`config.mk`:
```
export PLATFORM = sky130hd
export DESIGN_NAME = uop_repeat_seq
export DESIGN_NICKNAME = d
export VERILOG_FILES = /design/src/rtl/rpt_pkg.sv /design/src/rtl/rpt_classify.sv /design/src/rtl/rpt_uop_gen.sv /design/src/rtl/rpt_ctrl.sv /design/src/rtl/uop_repeat_seq.sv
export SDC_FILE = /design/constraint.sdc
export NUM_CORES = 1
export LEC_CHECK = 0
export BUFFER_PORTS_ARGS = -buffer_cell sky130_fd_sc_hd__buf_4
export CORE_ASPECT_RATIO = 2
export CORE_MARGIN = 4
export CORE_UTILIZATION = 55
export CTS_CLUSTER_SIZE = 25
export DETAILED_ROUTE_END_ITERATION = 10
export PLACE_DENSITY = 0.83
export SYNTH_ARGS = -nofsm -noshare
export SYNTH_HDL_FRONTEND = slang
export SYNTH_SLANG_ARGS = --single-unit
export TNS_END_PERCENT = 1
```
`constraint.sdc`:
```
create_clock -name clk_i -period 3.7 [get_ports clk_i]
set_clock_uncertainty 0.05 [all_clocks]
set_input_delay 0.555 -clock clk_i [delete_from_list [all_inputs] [get_ports clk_i]]
set_output_delay 0.555 -clock clk_i [all_outputs]
set_load 0.05 [all_outputs]
```
`src/rtl/rpt_pkg.sv`:
```
package rpt_pkg;
  localparam int unsigned REG_W  = 5;
  localparam int unsigned KIND_W = 3;

  typedef enum logic [KIND_W-1:0] {
    K_PLAIN     = 3'd0,
    K_QLD       = 3'd1,
    K_QLD_RSV   = 3'd2,
    K_QST       = 3'd3,
    K_QST_CND   = 3'd4,
    K_BR_CTR_LR = 3'd5
  } kind_e;

  typedef logic [REG_W-1:0] reg_t;

  typedef struct packed {
    kind_e kind;
    reg_t  rt;
    reg_t  ra;
    reg_t  rb;
    logic  be;
  } instr_t;

  typedef struct packed {
    kind_e kind;
    reg_t  rsel;
    reg_t  ra;
    reg_t  rb;
    logic  rep;
    logic  second;
    logic  next_dw;
    logic  irq_ok;
    logic  illegal;
    logic  align;
    logic  ctr_upd;
    logic  lr_upd;
  } uop_t;

  function automatic logic is_quad(kind_e k);
    return (k == K_QLD) || (k == K_QLD_RSV) || (k == K_QST) || (k == K_QST_CND);
  endfunction

  function automatic logic is_quad_load(kind_e k);
    return (k == K_QLD) || (k == K_QLD_RSV);
  endfunction
endpackage

```
`src/rtl/rpt_classify.sv`:
```
module rpt_classify
  import rpt_pkg::*;
#(
  parameter int unsigned ADDR_LO_W = 4
) (
  input  instr_t               ins_i,
  input  logic [ADDR_LO_W-1:0] addr_lo_i,
  input  logic                 rep_i,
  output logic                 illegal_o,
  output logic                 misalign_o,
  output logic                 pair_o
);
  logic ovl_plain, ovl_rsv;

  always_comb begin
    ovl_plain  = (ins_i.kind == K_QLD) && (ins_i.rt == ins_i.ra);
    ovl_rsv    = (ins_i.kind == K_QLD_RSV) &&
                 ((ins_i.ra == ins_i.rt) || (ins_i.rb == ins_i.rt));
    illegal_o  = ovl_plain || ovl_rsv;
    // only little-endian quad loads demand full alignment
    misalign_o = is_quad_load(ins_i.kind) && !ins_i.be && (addr_lo_i != '0);
    pair_o     = rep_i && !illegal_o && !misalign_o;
  end
endmodule

```
`src/rtl/rpt_uop_gen.sv`:
```
module rpt_uop_gen
  import rpt_pkg::*;
#(
  parameter bit SECOND = 1'b0
) (
  input  instr_t ins_i,
  input  logic   pair_i,
  input  logic   illegal_i,
  input  logic   misalign_i,
  output uop_t   uop_o
);
  always_comb begin
    uop_o         = '0;
    uop_o.kind    = ins_i.kind;
    uop_o.rsel    = ins_i.rt;
    uop_o.ra      = ins_i.ra;
    uop_o.rb      = ins_i.rb;
    uop_o.illegal = illegal_i;
    uop_o.align   = misalign_i && !illegal_i;
    uop_o.irq_ok  = !SECOND;
    if (pair_i) begin
      uop_o.rep    = 1'b1;
      uop_o.second = SECOND;
      if (is_quad(ins_i.kind)) begin
        // LE: odd half first; BE: odd half last
        if (ins_i.be == SECOND) uop_o.rsel[0] = 1'b1;
        uop_o.next_dw = SECOND;
      end
      if (ins_i.kind == K_BR_CTR_LR) begin
        uop_o.ctr_upd = !SECOND;
        uop_o.lr_upd  = SECOND;
      end
    end else if (ins_i.kind == K_BR_CTR_LR) begin
      uop_o.ctr_upd = 1'b1;
      uop_o.lr_upd  = 1'b1;
    end
  end
endmodule

```
`src/rtl/rpt_ctrl.sv`:
```
module rpt_ctrl
  import rpt_pkg::*;
(
  input  logic   clk_i,
  input  logic   rst_ni,
  input  logic   flush_i,
  input  logic   in_valid_i,
  output logic   in_ready_o,
  input  instr_t ins_i,
  input  logic   pair_i,
  input  uop_t   first_uop_i,
  input  uop_t   second_uop_i,
  output instr_t hold_o,
  output logic   out_valid_o,
  input  logic   out_ready_i,
  output uop_t   out_uop_o
);
  logic   vld_q, pend_q;
  uop_t   out_q;
  instr_t hold_q;
  logic   fire_out, accept;

  assign fire_out   = vld_q && out_ready_i;
  assign in_ready_o = !flush_i && !pend_q && (!vld_q || out_ready_i);
  assign accept     = in_valid_i && in_ready_o;

  always_ff @(posedge clk_i or negedge rst_ni) begin
    if (!rst_ni) begin
      vld_q  <= 1'b0;
      pend_q <= 1'b0;
      out_q  <= '0;
      hold_q <= '0;
    end else if (flush_i) begin
      vld_q  <= 1'b0;
      pend_q <= 1'b0;
    end else if (pend_q) begin
      if (fire_out) begin
        out_q  <= second_uop_i;
        pend_q <= 1'b0;
      end
    end else if (accept) begin
      vld_q  <= 1'b1;
      out_q  <= first_uop_i;
      pend_q <= pair_i;
      hold_q <= ins_i;
    end else if (fire_out) begin
      vld_q <= 1'b0;
    end
  end

  assign hold_o      = hold_q;
  assign out_valid_o = vld_q;
  assign out_uop_o   = out_q;
endmodule

```
`src/rtl/uop_repeat_seq.sv`:
```
module uop_repeat_seq
  import rpt_pkg::*;
#(
  parameter int unsigned ALIGN_BYTES = 16,
  localparam int unsigned ADDR_LO_W = $clog2(ALIGN_BYTES)
) (
  input  logic                 clk_i,
  input  logic                 rst_ni,
  input  logic                 flush_i,
  input  logic                 in_valid_i,
  output logic                 in_ready_o,
  input  logic [KIND_W-1:0]    in_kind_i,
  input  logic [REG_W-1:0]     in_rt_i,
  input  logic [REG_W-1:0]     in_ra_i,
  input  logic [REG_W-1:0]     in_rb_i,
  input  logic                 in_repeat_i,
  input  logic                 in_be_i,
  input  logic [ADDR_LO_W-1:0] in_addr_lo_i,
  output logic                 out_valid_o,
  input  logic                 out_ready_i,
  output logic [KIND_W-1:0]    out_kind_o,
  output logic [REG_W-1:0]     out_reg_o,
  output logic [REG_W-1:0]     out_ra_o,
  output logic [REG_W-1:0]     out_rb_o,
  output logic                 out_repeat_o,
  output logic                 out_second_o,
  output logic                 out_next_dw_o,
  output logic                 out_irq_ok_o,
  output logic                 out_illegal_o,
  output logic                 out_align_o,
  output logic                 out_ctr_upd_o,
  output logic                 out_lr_upd_o
);
  instr_t in_ins, hold;
  logic   illegal, misalign, pair;
  uop_t   gen_uop [2];
  uop_t   out_uop;

  assign in_ins = '{kind: kind_e'(in_kind_i), rt: in_rt_i, ra: in_ra_i,
                    rb: in_rb_i, be: in_be_i};

  rpt_classify #(.ADDR_LO_W(ADDR_LO_W)) u_cls (
    .ins_i     (in_ins),
    .addr_lo_i (in_addr_lo_i),
    .rep_i     (in_repeat_i),
    .illegal_o (illegal),
    .misalign_o(misalign),
    .pair_o    (pair)
  );

  // phase 0 builds from the live input, phase 1 from the held copy
  for (genvar p = 0; p < 2; p++) begin : g_phase
    rpt_uop_gen #(.SECOND(p == 1)) u_gen (
      .ins_i     (p == 0 ? in_ins : hold),
      .pair_i    (p == 0 ? pair : 1'b1),
      .illegal_i (p == 0 ? illegal : 1'b0),
      .misalign_i(p == 0 ? misalign : 1'b0),
      .uop_o     (gen_uop[p])
    );
  end

  rpt_ctrl u_ctrl (
    .clk_i       (clk_i),
    .rst_ni      (rst_ni),
    .flush_i     (flush_i),
    .in_valid_i  (in_valid_i),
    .in_ready_o  (in_ready_o),
    .ins_i       (in_ins),
    .pair_i      (pair),
    .first_uop_i (gen_uop[0]),
    .second_uop_i(gen_uop[1]),
    .hold_o      (hold),
    .out_valid_o (out_valid_o),
    .out_ready_i (out_ready_i),
    .out_uop_o   (out_uop)
  );

  assign out_kind_o    = out_uop.kind;
  assign out_reg_o     = out_uop.rsel;
  assign out_ra_o      = out_uop.ra;
  assign out_rb_o      = out_uop.rb;
  assign out_repeat_o  = out_uop.rep;
  assign out_second_o  = out_uop.second;
  assign out_next_dw_o = out_uop.next_dw;
  assign out_irq_ok_o  = out_uop.irq_ok;
  assign out_illegal_o = out_uop.illegal;
  assign out_align_o   = out_uop.align;
  assign out_ctr_upd_o = out_uop.ctr_upd;
  assign out_lr_upd_o  = out_uop.lr_upd;
endmodule

```
==> results_dict.tcl, run 1 <==
set metrics [dict create \
    num_io_pins 57 \
    final_cell_area_um2 2640 \
    htreeDepth 2 \
    synth_cell_types 32 \
    grt_max_degree 48 \
    p_leak_nw 1.33 \
    synth-seq-area-share_pct 56.2 \
    die_h_um 95.2 \
    status "complete, no violations" \
    drv_cap 0 \
    placementRows 31 \
    yosys_warnings 0 \
    slew_headroom_pct 43.5 \
    antenna_found_initial 0 \
    ir_drop_uv 430 \
    multi_input_area_um2 870 \
    min_path_type "input port to asynchronous set/reset pin" \
    finalPower_mw 1.42 \
    detailed_place_hpwl_mm 3.67 \
    core_area_um2 3650 \
    holdBufCountCts 0 \
    period_needed_ns 2.21 \
    area_delta_synth_final_pct 26.1 \
    rsz0062_at_grt "no" \
    cp.arrival_ns 2.35 \
    clk_latency_ns 0.30 \
    worst_pin_slew_ns 0.847 \
    postSynthAreaPerCell_um2 9.10 \
    utilization_pct 72.4 \
    drc 0 \
    grt_use_total_pct 22.5 \
    grt_pass1_wl_mm 8.16 \
    synth_fp_nets 259 \
    tns_ns 0 \
    setup_violations 0 \
    drt_iter0_markers 40 \
    io_buffers 56 \
    place_congestion 0.814 \
    antennaDiodeCount 0 \
    power_density_nw_per_um2 539 \
    final_hold_viol_count 0 \
    synth_area_um2 2090 \
    worst-setup-path-type "flop to flop" \
    post_cts_buffers 0 \
    start_kind "flop" \
    post_cts_resized 0 \
    critPathMaxFanout 29 \
    clk_transition_reported_paths_ns 0.09 \
    cts_buffer_depth 2 \
    reg2regPathDepth 5 \
    synthCells 230 \
    fmax_ghz 0.453 \
    fill_cells 332 \
    drv_slew 0 \
    whs_ns 0.195 \
    cts_sinks 47 \
    initial_utilization_pct 57.4 \
    numCtsBuffers 5 \
    placed_area_um2 2550 \
    drt_first_pass_iters 4 \
    dieArea_um2 4920 \
    drive_gt1_share_pct 24.3 \
    ff_latch_area_um2 1180 \
    nets 316 \
    viasPerCell 5.36 \
    die_width_um 51.6 \
    grt.overflow.total 0 \
    grt_pass1_vias 1788 \
    fin_crit_sh_pct 59.7 \
    synth_seq_cells 47 \
    final_antenna_net_count 0 \
    worstPathRequired_ns 3.84 \
    drt-wirelength-per-cell_um 14.7 \
    cts_root_buffer "clkbuf_8" \
    wl_mm 4.94 \
    worstSetupEndpointType "flop" \
    vias 1806 \
    cts_tree "built" \
]
[metal layers]
metal | track usage (%) | wire length [µm]
met5 | 0 | 0
met4 | 10.3 | 118
met3 | 4.38 | 295
met2 | 40.2 | 2700
met1 | 25.0 | 1830
[cell usage after synthesis]
cell type | count | area share, %
a211o_1 | 2 | 0.84
a211oi_1 | 2 | 0.72
a211oi_4 | 1 | 0.96
a21o_1 | 2 | 0.72
a21oi_1 | 4 | 0.96
a22oi_1 | 2 | 0.72
a31oi_1 | 1 | 0.30
a32o_1 | 1 | 0.48
a41oi_1 | 1 | 0.42
buf_2 | 8 | 1.9
clkbuf_1 | 1 | 0.18
dfrtp_1 | 47 | 56
inv_1 | 1 | 0.18
nand2_1 | 79 | 14
nand2_2 | 1 | 0.30
nand2b_1 | 3 | 0.90
nand2b_4 | 1 | 0.66
nand3_1 | 7 | 1.7
nand4_1 | 1 | 0.30
nand4b_1 | 1 | 0.42
nor2_1 | 27 | 4.8
nor2_2 | 1 | 0.30
nor2b_1 | 1 | 0.30
nor3_1 | 3 | 0.72
nor4_1 | 3 | 0.90
o21ai_0 | 3 | 0.72
o21ai_1 | 1 | 0.24
o22ai_1 | 11 | 3.3
o2bb2ai_1 | 1 | 0.42
or3_1 | 1 | 0.30
xnor2_1 | 7 | 2.9
xor2_1 | 5 | 2.1
[worst max-delay path, stage by stage, from the launching register on]
cell and delay, ns:
dfrtp_1 0.44, nand2b_4 0.18, a211o_1 0.66, nand2_1 0.49, nor2_1 0.21, nor2_1 0.06
[placed cells by master, fill, tap and decap left out]
cell         n
a41oi_1      1
clkinvlp_4   1
o2bb2ai_1    1
nor4_1       3
clkinv_2     1
a211oi_4     1
o21ai_1      1
nand2b_4     1
clkbuf_8     5
clkbuf_1     1
buf_4       59
inv_1        1
nand4_1      1
or3_1        1
o21ai_0      3
dfrtp_1     47
a21oi_1      4
a22oi_1      2
nand3_1      7
a211o_1      2
a211oi_1     2
nand2_2      1
o22ai_1     11
nor2_1      27
nor3_1       3
nor2b_1      1
nand4b_1     1
nand2_1     79
a21o_1       2
xor2_1       5
xnor2_1      7
a31oi_1      1
a32o_1       1
nor2_2       1
nand2b_1     3
[layout make-up]
cell class,count,share of cell area [%]
flip-flops and latches,47,44.6
well taps,49,2.32
repair buffers,59,16.8
multi-input cells,173,33.0
clock inverters,2,0.474
clock buffers,6,2.75
inverters,1,0.142
[final timing paths]
kind / to / from / slack [ns]
worst max-delay path: u_ctrl.out_uop_o[13]$_DFFE_PN0P_ / u_ctrl.pend_q$_DFF_PN0_ / 1.49
worst min-delay path: u_ctrl.hold_o[6]$_DFFE_PN0P_ / rst_ni / 0.20
worst max register to register: u_ctrl.out_uop_o[13]$_DFFE_PN0P_ / u_ctrl.pend_q$_DFF_PN0_ / 1.49
worst min register to register: u_ctrl.hold_o[0]$_DFFE_PN0P_ / u_ctrl.hold_o[0]$_DFFE_PN0P_ / 0.43
max in group asynchronous: u_ctrl.out_uop_o[1]$_DFFE_PN0P_ / rst_ni / 3.00
min in group clk_i: u_ctrl.out_valid_o$_DFFE_PN0P_ / flush_i / 0.41
[stage by stage]
stage	setup slack, ns	instances
finish	1.49	337
floorplan	1.17	230
global placement	1.32	329
detailed placement	1.25	329
global route	1.24	337
CTS	1.49	337
[cell families after synthesis]
family / Yosys count / share of synthesized area, %
simple gates: 129 / 25.8
xor+xnor: 12 / 5.02
compound gates: 32 / 10.8
buf+inv: 10 / 2.27
flops: 47 / 56.2
[report_power, final]
group	total, mW	switching [mW]	internal [mW]
sequential	0.659	0.0562	0.603
clock	0.300	0.168	0.132
combinational	0.462	0.314	0.148
total	1.42	0.538	0.883
[sequential cells by signal, indices dropped and copies added (netlist names)]
register            count
u_ctrl.out_uop_o       26
u_ctrl.out_valid_o      1
u_ctrl.hold_o          19
u_ctrl.pend_q           1
Power figures use the tool's default switching activity.
==> run 2, diff against run 1 <==
CORE_UTILIZATION = 46   (was 55)
PLACE_DENSITY = 0.74   (was 0.83)
clock period = 2 ns   (was 3.7 ns; I/O delays follow)
==> run 2 against run 1 <==
  * Critical path depth is the same
  * Worst hold slack got worse by 0.035 ns
  * Total power up 88%
  * Die area rose by 17%
  * Core utilization down 11 points
  * Sequential share of layout area is 0.91 points lower
  * Cell count up 2.7%
  * Clock-buffer cell count fell by 1
  * Wire length rose by 2.5%
  * Largest cell class unchanged
  * First-iteration DRC count decreased by 15%
  * Combinational power increased by 85%
  * Register-to-register slack worse by 1.3 ns
==> results_dict.tcl, run 2 (same netlist as run 1, synthesis figures left out) <==
set metrics [dict create \
    viasPerCell 5.31 \
    fmax_ghz 0.556 \
    antenna_found_initial 0 \
    cts_sinks 47 \
    dieArea_um2 5760 \
    drt_first_pass_iters 4 \
    whs_ns 0.160 \
    combinationalPowerShare_pct 32.0 \
    initial_utilization_pct 47.8 \
    crit_chain "nand2b_4 > a211o_1 > buf_4 > nor3_1 > a32o_1" \
    p_switching_mw 1.02 \
    fin_crit_sh_pct 90.0 \
    final_cells 346 \
    place_congestion 0.811 \
    final_antenna_net_count 0 \
    cts_root_buffer "clkbuf_8" \
    grt_max_degree 48 \
    tns_ns 0 \
    final_cell_area_um2 2690 \
    core_area_um2 4380 \
    drt-wirelength-per-cell_um 14.6 \
    drt_iter0_markers 34 \
    worst_pin_slew_ns 0.662 \
    internal_power_mw 1.64 \
    clkPwrFrac_pct 22.3 \
    drc 0 \
    utilization_pct 61.5 \
    drv_cap 0 \
    nets 320 \
    detailed_place_hpwl_mm 3.83 \
    ir_drop_uv 875 \
    area_delta_synth_final_pct 28.7 \
    placed_cells 337 \
    final_cell_mix "nand2_1, buf_4, dfrtp_1" \
    clk_transition_reported_paths_ns 0.09 \
    die_width_um 55.7 \
    worstSetupEndpointType "flop" \
    pwr-share-seq_pct 45.7 \
    critPathMaxFanout 16 \
    cpPeakStageDelay_ns 0.47 \
    placementRows 34 \
    io_buffers 56 \
    p_leak_nw 1.35 \
    start_kind "flop" \
    power_density_nw_per_um2 991 \
    slowest_stage "a211o_1" \
    switching_share_pct 38.4 \
    placed_area_um2 2590 \
    period_needed_ns 1.80 \
    clk_latency_ns 0.30 \
    cp.arrival_ns 1.99 \
    largest_reg_flops 26 \
    grt_pass1_vias 1864 \
    grt_use_total_pct 19.2 \
    htreeDepth 2 \
    cp_num_buf_inv 1 \
    numCtsBuffers 5 \
    drive_gt1_share_pct 26.0 \
    final_hold_viol_count 0 \
    cts_tree "built" \
    grt_pass1_wl_mm 8.63 \
    cts_buffer_depth 2 \
    final_common_cell "nand2_1" \
    drv_slew 0 \
    num_io_pins 57 \
    status "complete, no violations" \
    vias 1836 \
    min_path_type "input port to flop" \
    rsz0062_at_grt "no" \
    slew_headroom_pct 55.3 \
    setup_violations 0 \
    fill_cells 412 \
    antennaDiodeCount 0 \
    grt.overflow.total 0 \
    worst-setup-path-type "flop to flop" \
    cp_top_family "compound AO/OA/AOI/OAI gates" \
    wl_mm 5.06 \
    die_h_um 103 \
    worstPathRequired_ns 2.19 \
]
## run 2: final cells by class
cell class,count,area (µm²),share of cell area [%]
Sequential cell,47,1180,43.7
Multi-Input combinational cell,173,877,32.6
Timing Repair Buffer,63,475,17.6
Clock buffer,5,68.8,2.55
Tap cell,54,67.6,2.51
Clock inverter,3,25.0,0.929
Inverter,1,3.75,0.139
## run 2: worst min-delay path, cell delays in order
cell and delay [ns]:
buf_4 0.10, nand2_1 0.04, nand2_1 0.05
## run 2: power by group through the flow
stage	clock [mW]	sequential [mW]	combinational, mW
after floorplan	0	1.55	0.239
after global routing	0.642	1.24	0.926
after detailed placement	0	1.24	0.862
after CTS	0.608	1.22	0.864
after global placement	0	1.24	0.848
final	0.594	1.22	0.854
## run 2: routing by layer
| layer | global-route usage, % | up-vias | routed length [µm] |
|---|---|---|---|
| met5 | 0 | - | 0 |
| met3 | 3.98 | 15 | 258 |
| met2 | 33.9 | 51 | 2670 |
| li1 | - | 884 | - |
| met1 | 20.9 | 886 | 1930 |
| met4 | 11.8 | 0 | 206 |
## run 2: repair_timing
action | in CTS | in global routing
hold buffers | 1 | 0
setup endpoints to repair | 0 | 10
resized for setup | 0 | 1
setup buffers | 0 | 0
endpoints found under the hold margin | 47 | 0
## run 2: per-stage QoR
step                      power [mW]  setup WS, ns
after global placement          2.08         0.208
final                           2.67         0.201
after floorplan                 1.79         0.198
after detailed placement        2.10         0.111
after global routing            2.81        0.0582
after CTS                       2.69         0.139
## run 2: final timing paths
path | from | end | slack, ns | depth (start not counted)
setup / recovery | u_ctrl.pend_q$_DFF_PN0_ | u_ctrl.out_uop_o[2]$_DFFE_PN0P_ | 0.20 | 5
hold / removal | in_ra_i[0] | u_ctrl.hold_o[6]$_DFFE_PN0P_ | 0.16 | 3
setup reg to reg | u_ctrl.pend_q$_DFF_PN0_ | u_ctrl.out_uop_o[2]$_DFFE_PN0P_ | 0.20 | 5
hold reg to reg | u_ctrl.out_uop_o[23]$_DFFE_PN0P_ | u_ctrl.out_uop_o[23]$_DFFE_PN0P_ | 0.43 | 2
max in group asynchronous | rst_ni | u_ctrl.out_uop_o[12]$_DFFE_PN0P_ | 1.02 | 2
min in group asynchronous | rst_ni | u_ctrl.hold_o[6]$_DFFE_PN0P_ | 0.48 | 2
